--- src/rtl/cid_pkg.sv ---
package cid_pkg;

    // Sequencer states; ST_BOOT must stay encoding 0 (reset value).
    typedef enum logic [2:0] {
        ST_BOOT     = 3'd0,
        ST_START    = 3'd1,
        ST_ADDR     = 3'd2,
        ST_ADDR_ACK = 3'd3,
        ST_RD       = 3'd4,
        ST_MACK     = 3'd5,
        ST_STOP     = 3'd6,
        ST_DONE     = 3'd7
    } cid_state_e;

    // Quarter phases of one bit: 0,1 clock low; 2,3 clock high.
    localparam logic [1:0] PH_SAMPLE = 2'd2;
    localparam logic [1:0] PH_LAST   = 2'd3;
    localparam int unsigned BYTE_W   = 8;

endpackage

--- src/rtl/cid_sync.sv ---
module cid_sync #(
    parameter int unsigned WIDTH  = 2,
    parameter int unsigned STAGES = 2
) (
    input  logic             clk,
    input  logic             rst_n,
    input  logic [WIDTH-1:0] d,
    output logic [WIDTH-1:0] q
);

    // Idle bus level is high, so the chain resets to all ones.
    logic [WIDTH-1:0] stg_q [STAGES];

    always_ff @(posedge clk or negedge rst_n) begin
        if (!rst_n) begin
            for (int s = 0; s < STAGES; s++) begin
                stg_q[s] <= '1;
            end
        end else begin
            stg_q[0] <= d;
            for (int s = 1; s < STAGES; s++) begin
                stg_q[s] <= stg_q[s-1];
            end
        end
    end

    assign q = stg_q[STAGES-1];

endmodule

--- src/rtl/cid_tick.sv ---
module cid_tick #(
    parameter int unsigned PERIOD = 25
) (
    input  logic clk,
    input  logic rst_n,
    input  logic en,
    output logic tick
);

    if (PERIOD <= 1) begin : g_every
        logic unused_ok;
        assign unused_ok = clk ^ rst_n;
        assign tick      = en;
    end else begin : g_count
        localparam int unsigned CW      = $clog2(PERIOD);
        localparam logic [CW-1:0] TOP   = CW'(PERIOD - 1);

        logic [CW-1:0] cnt_q, cnt_d;

        always_comb begin
            cnt_d = cnt_q;
            if (en) begin
                cnt_d = (cnt_q == TOP) ? '0 : cnt_q + 1'b1;
            end
        end

        always_ff @(posedge clk or negedge rst_n) begin
            if (!rst_n) cnt_q <= '0;
            else        cnt_q <= cnt_d;
        end

        assign tick = en && (cnt_q == TOP);
    end

endmodule

--- src/rtl/cid_shift.sv ---
module cid_shift #(
    parameter int unsigned W = 8
) (
    input  logic         clk,
    input  logic         rst_n,
    input  logic         load,
    input  logic [W-1:0] load_val,
    input  logic         shift,
    input  logic         shift_in,
    output logic [W-1:0] q
);

    logic [W-1:0] sh_q, sh_d;

    always_comb begin
        sh_d = sh_q;
        if (load) begin
            sh_d = load_val;
        end else if (shift) begin
            sh_d = {sh_q[W-2:0], shift_in};
        end
    end

    always_ff @(posedge clk or negedge rst_n) begin
        if (!rst_n) sh_q <= '0;
        else        sh_q <= sh_d;
    end

    assign q = sh_q;

endmodule

--- src/rtl/card_id_reader.sv ---
module card_id_reader #(
    parameter int unsigned QUARTER_CYCLES = 25,
    parameter int unsigned BYTE_COUNT     = 16,
    parameter logic [7:0]  START_ADDR     = 8'h00,
    parameter int unsigned SYNC_STAGES    = 2,
    parameter int unsigned IDX_W          = (BYTE_COUNT > 1) ? $clog2(BYTE_COUNT) : 1
) (
    input  logic             clk,
    input  logic             rst_n,
    output logic             scl_drive_low,
    input  logic             scl_in,
    output logic             sda_drive_low,
    input  logic             sda_in,
    output logic             wr_en,
    output logic [IDX_W-1:0] wr_idx,
    output logic [7:0]       wr_data,
    output logic             done,
    output logic             err
);

    import cid_pkg::*;

    localparam logic [IDX_W-1:0] LAST_IDX = IDX_W'(BYTE_COUNT - 1);

    typedef struct packed {
        cid_state_e       st;
        logic [1:0]       phase;
        logic [2:0]       bitcnt;
        logic [IDX_W-1:0] idx;
        logic             nack;
        logic             scl_low;
        logic             sda_low;
        logic             wr_en;
        logic [IDX_W-1:0] wr_idx;
        logic [7:0]       wr_data;
        logic             done;
        logic             err;
    } regs_t;

    regs_t r_q, r_d;

    logic [1:0]        lines_s;
    logic              scl_s, sda_s;
    logic              run_en, tick;
    logic              sh_load, sh_shift;
    logic [BYTE_W-1:0] sh_q;
    logic [1:0]        np;
    logic              at_last, at_sample;
    logic              bit_slot;

    // Line read-back through a synchronizer.
    cid_sync #(.WIDTH(2), .STAGES(SYNC_STAGES)) u_sync (
        .clk   (clk),
        .rst_n (rst_n),
        .d     ({scl_in, sda_in}),
        .q     (lines_s)
    );
    assign scl_s = lines_s[1];
    assign sda_s = lines_s[0];

    // Timing pauses while SCL is released but still seen low (stretching).
    assign run_en = r_q.scl_low || scl_s;

    cid_tick #(.PERIOD(QUARTER_CYCLES)) u_tick (
        .clk   (clk),
        .rst_n (rst_n),
        .en    (run_en),
        .tick  (tick)
    );

    assign at_last   = (r_q.phase == PH_LAST);
    assign at_sample = (r_q.phase == PH_SAMPLE);

    // One register serves outgoing address and incoming data.
    assign sh_load  = tick && at_last && (r_q.st == ST_START);
    assign sh_shift = tick && (((r_q.st == ST_ADDR) && at_last) ||
                               ((r_q.st == ST_RD) && at_sample));

    cid_shift #(.W(BYTE_W)) u_shift (
        .clk      (clk),
        .rst_n    (rst_n),
        .load     (sh_load),
        .load_val (START_ADDR),
        .shift    (sh_shift),
        .shift_in (sda_s),
        .q        (sh_q)
    );

    always_comb begin
        r_d       = r_q;
        r_d.wr_en = 1'b0;
        np        = r_q.phase + 2'd1;

        if (tick) begin
            r_d.phase = np;

            // State sequencing: sample at end of phase 2, advance at end of phase 3.
            unique case (r_q.st)
                ST_BOOT: begin
                    if (at_last) r_d.st = ST_START;
                end
                ST_START: begin
                    if (at_last) begin
                        r_d.st     = ST_ADDR;
                        r_d.bitcnt = 3'd7;
                    end
                end
                ST_ADDR: begin
                    if (at_last) begin
                        if (r_q.bitcnt == 3'd0) r_d.st = ST_ADDR_ACK;
                        else                    r_d.bitcnt = r_q.bitcnt - 3'd1;
                    end
                end
                ST_ADDR_ACK: begin
                    if (at_sample) r_d.nack = sda_s;
                    if (at_last) begin
                        if (r_q.nack) begin
                            r_d.st  = ST_STOP;
                            r_d.err = 1'b1;
                        end else begin
                            r_d.st     = ST_RD;
                            r_d.bitcnt = 3'd7;
                        end
                    end
                end
                ST_RD: begin
                    if (at_last) begin
                        if (r_q.bitcnt == 3'd0) begin
                            r_d.st      = ST_MACK;
                            r_d.wr_en   = 1'b1;
                            r_d.wr_idx  = r_q.idx;
                            r_d.wr_data = sh_q;
                        end else begin
                            r_d.bitcnt = r_q.bitcnt - 3'd1;
                        end
                    end
                end
                ST_MACK: begin
                    if (at_last) begin
                        if (r_q.idx == LAST_IDX) begin
                            r_d.st = ST_STOP;
                        end else begin
                            r_d.st     = ST_RD;
                            r_d.bitcnt = 3'd7;
                            r_d.idx    = r_q.idx + 1'b1;
                        end
                    end
                end
                ST_STOP: begin
                    if (at_last) begin
                        r_d.st   = ST_DONE;
                        r_d.done = 1'b1;
                    end
                end
                ST_DONE: begin
                end
            endcase

            // Line levels for the phase being entered. In phase 0 SDA holds
            // its old value, so it moves only once SCL is already low.
            r_d.scl_low = 1'b0;
            unique case (r_d.st)
                ST_BOOT, ST_DONE: begin
                    r_d.sda_low = 1'b0;
                end
                ST_START: begin
                    r_d.sda_low = np[1];
                end
                ST_ADDR: begin
                    r_d.scl_low = ~np[1];
                    if (np != 2'd0) r_d.sda_low = ~sh_q[BYTE_W-1];
                end
                ST_ADDR_ACK, ST_RD: begin
                    r_d.scl_low = ~np[1];
                    if (np != 2'd0) r_d.sda_low = 1'b0;
                end
                ST_MACK: begin
                    r_d.scl_low = ~np[1];
                    if (np != 2'd0) r_d.sda_low = (r_q.idx != LAST_IDX);
                end
                ST_STOP: begin
                    r_d.scl_low = ~np[1];
                    if (np != 2'd0) r_d.sda_low = 1'b1;
                end
            endcase
        end
    end

    always_ff @(posedge clk or negedge rst_n) begin
        if (!rst_n) r_q <= '0;
        else        r_q <= r_d;
    end

    assign bit_slot = (r_q.st == ST_ADDR) || (r_q.st == ST_ADDR_ACK) ||
                      (r_q.st == ST_RD)   || (r_q.st == ST_MACK);

    assign scl_drive_low = r_q.scl_low;
    assign sda_drive_low = r_q.sda_low;
    assign wr_en         = r_q.wr_en;
    assign wr_idx        = r_q.wr_idx;
    assign wr_data       = r_q.wr_data;
    assign done          = r_q.done;
    assign err           = r_q.err;

endmodule

--- config.mk ---
export PLATFORM = sky130hd
export DESIGN_NAME = card_id_reader
export DESIGN_NICKNAME = d
export VERILOG_FILES = /design/src/rtl/cid_pkg.sv /design/src/rtl/cid_sync.sv /design/src/rtl/cid_tick.sv /design/src/rtl/cid_shift.sv /design/src/rtl/card_id_reader.sv
export SDC_FILE = /design/constraint.sdc
export NUM_CORES = 1
export LEC_CHECK = 0
export BUFFER_PORTS_ARGS = -buffer_cell sky130_fd_sc_hd__buf_2
export CAP_MARGIN = 20
export CELL_PAD_IN_SITES_DETAIL_PLACEMENT = 0
export CELL_PAD_IN_SITES_GLOBAL_PLACEMENT = 1
export CORE_MARGIN = 1
export CORE_UTILIZATION = 28
export CTS_CLUSTER_SIZE = 40
export DETAILED_ROUTE_END_ITERATION = 10
export GPL_TIMING_DRIVEN = 0
export MAX_ROUTING_LAYER = met4
export PLACE_DENSITY_LB_ADDON = 0.1
export RECOVER_POWER = 25
export SLEW_MARGIN = 15
export SYNTH_ARGS = -nofsm -noshare
export SYNTH_HDL_FRONTEND = slang
export SYNTH_SLANG_ARGS = --single-unit
--- constraint.sdc ---
create_clock -name clk -period 2.6 [get_ports clk]
set_clock_uncertainty 0.05 [all_clocks]
set_input_delay 0.52 -clock clk [delete_from_list [all_inputs] [get_ports clk]]
set_output_delay 0.52 -clock clk [all_outputs]
set_load 0.05 [all_outputs]
==> run summary <==
Lkg Pwr - 1.36 nW
Total GRT Usage - 12.7%
Unrepaired setup endpoints after global routing - no
Synthesized net count - 220
Io pins - 21
Slowest CP cell - dfrtp_1
CTS Buffer Depth - 2
Endpoints failing hold - 0
Root Buffer - clkbuf_8
Final Wtd Congestion - 0.736
CTS tree - yes
Clk sink count - 47
Layout cells sized above 1 - 33.3%
Detailed Place HPWL - 3450 µm
Final core occ - 33.2%
Crit Path Max Fanout - 6
Drt drc - 0
Total of max-cap violations - 0
Sequential area share after synthesis - 49.0%
Die W - 94.8 µm
CTS H-tree lvls - 2
DR WL/cell - 14.0 µm
Pwr per Cell Area - 653 mW/mm²
Worst slew pin tran - 1.28 ns
I/O Buffers - 20
Total CTS buffers - 5
Hold slack - 0.247 ns
EDFF count, synth - 0
TNS Setup - 0 ns
Seq pwr share - 49.4%
Largest net degree at the start of global routing - 26
Worst skew pair latency - 0.31 ns
Clock-pin slew on the worst setup and hold paths - 0.11 ns
Cts hold-fix bufs - 0
Min Tclk post-route - 2.22 ns
Vias - 1607
Mapped cell area - 0.00241 mm²
Synth warn - 0
Clock share of power - 26.8%
Global-route wire length before repair - 8420 µm
Peak VDD IR - 0.455 mV
Area grow syn2layout - 13.7%
Critical Path AT - 2.36 ns
Die area - 0.00899 mm²
Worst Setup Path Type - flop to flop
Fill count - 842
Final std cells w/o fill - 342
Post-synth cell types - 48
Pre-Repair DR Iteration Count - 4
CP required - 2.74 ns
Overflow after GRT - 0
Placed cell count - 334
Status - finished clean
Asr flop ratio synth - 100%
Max Clk Rate - 450 MHz
Setup crit start kind - flop
Diodes inserted - 0
Starting Density - 29.2%
Row cnt - 33
Int Pwr - 1.18 mW
Cell chain of the critical path - inv_1 > ha_1 > and4b_1 > o21ai_2 > nor4_4 > mux2_2
Final setup vio count - 0
Logic gate share of total power - 23.9%
Crit-path leading delay family - simple AND/OR/NAND/NOR gates
Flops & latches, synth - 47
Worst hold path type - input pin to flop
Crit end category - flop
Sw frac - 34.1%
1st-iter DRT viols - 103
Detail Route Antenna Nets - 0
Most common cell after layout, fill and taps aside - dfrtp_1
Vias/cell - 4.70
Nets - 248
Resize count post-CTS - 0
Max incr delay on CP - 0.44 ns
Psw - 0.611 mW
Ys flop type - dfrtp_1
Max-Slew Margin vs Limit - 14.9%
Most frequent cells in the layout - 43 x dfrtp_1, 24 x buf_2, 14 x nand2_1
Syn Area/Cell - 11.6 µm²
Cells after synthesis - 208
Core area - 0.00826 mm²
Post-synth top area cell - dfrtp_1
Vias in the first global route - 1616
Post-CTS Setup Bufs - 0
Antenna violations before repair - 0
Synth area leaders - dfrtp_1 45%, mux2_4 5.6%, dfstp_2 4.4%, mux2_2 4.2%, ha_1 4.1%
Final wirelength - 4800 µm
Die height - 94.8 µm
Crit path buffers/inverters - 1
Top cell type's share of synthesized area - 44.6%
Period utilization - 85.4%
Final Max Tran Viols - 0
metal layers:
metal  share of wire (%)  global-route usage [%]
met5                   0                       -
met2                  47                    19.2
met4                0.75                    3.41
met1                  50                    17.1
met3                 3.0                    2.66
synth_stat cells (2+ instances only):
master,number
xor2_1,2
nor2b_1,3
a41o_1,2
mux2_4,9
ha_1,8
a2bb2oi_1,2
a21oi_1,11
a31oi_1,3
nor2_1,9
a22o_1,9
nand4_1,2
nor3_1,3
o21ai_0,10
nand3_1,4
dfrtp_1,43
xnor2_1,4
nand2_1,14
nand2b_1,2
inv_1,9
a21o_1,4
buf_4,12
mux2_2,9
dfstp_2,4
a31o_2,2
buf_2,5
path summary, 6_finish.rpt:
| check | start | endpoint | slack (ns) | depth (start not counted) |
|---|---|---|---|---|
| max | u_tick.g_count.cnt_q[0] | r_q[19] | 0.38 | 6 |
| max reg2reg | u_tick.g_count.cnt_q[0] | r_q[19] | 0.38 | 6 |
| min in group asynchronous | rst_n | wr_data[3] | 0.41 | 1 |
| min reg2reg | u_sync.stg_q[3] | u_sync.q[1] | 0.31 | 0 |
| max in group asynchronous | rst_n | r_q[23] | 0.82 | 2 |
| min | sda_in | u_sync.stg_q[2] | 0.25 | 1 |
logic make-up after synthesis:
family                   synth area share (%)
multiplexers                             9.80
buffers and inverters                    6.95
adder cells (fa/ha/maj)                  4.15
flip-flops                               49.0
AND/OR/NAND/NOR                          11.2
AO/OA/AOI/OAI                            16.8
XOR/XNOR                                 2.18
stage by stage:
stage	area (µm²)	worst slack [ns]	power, mW
2_1_floorplan	2410	0.475	1.22
4_1_cts	2760	0.370	1.83
6_report	2740	0.379	1.79
3_5_place_dp	2660	0.405	1.34
3_3_place_gp	2640	0.391	1.33
5_1_grt	2740	0.248	1.92
power groups by stage:
| stage | logic, mW | clock network (mW) | registers [mW] |
|---|---|---|---|
| final | 0.427 | 0.479 | 0.884 |
| after global routing | 0.485 | 0.533 | 0.899 |
| after CTS | 0.441 | 0.502 | 0.885 |
| after detailed placement | 0.438 | 0 | 0.899 |
| after global placement | 0.433 | 0 | 0.900 |
| after floorplan | 0.309 | 0 | 0.907 |
registers in the layout, indices dropped and copies added, names as in the netlist:
signal,count
sda_drive_low,1
u_tick.g_count.cnt_q,5
r_q,13
u_shift.q,8
wr_idx,4
scl_drive_low,1
err,1
wr_en,1
u_sync.stg_q,2
done,1
wr_data,8
u_sync.q,2
worst register-to-register path, stage by stage, from the launching register on:
cell	delay, ns
dfrtp_1	0.44
inv_1	0.08
ha_1	0.19
and4b_1	0.35
o21ai_2	0.21
nor4_4	0.42
mux2_2	0.39
final cells by class:
type,instances,area (µm²),share of cell area [%]
plain buffers,19,130,4.74
clock buffers,5,68.8,2.51
clock inverters,3,27.5,1.00
inverters,10,37.5,1.37
multi-input cells,132,1060,38.8
flip-flops and latches,47,1180,43.0
well taps,105,131,4.79
repair buffers,21,104,3.78
Note: power is estimated with default switching activity, not from simulation.
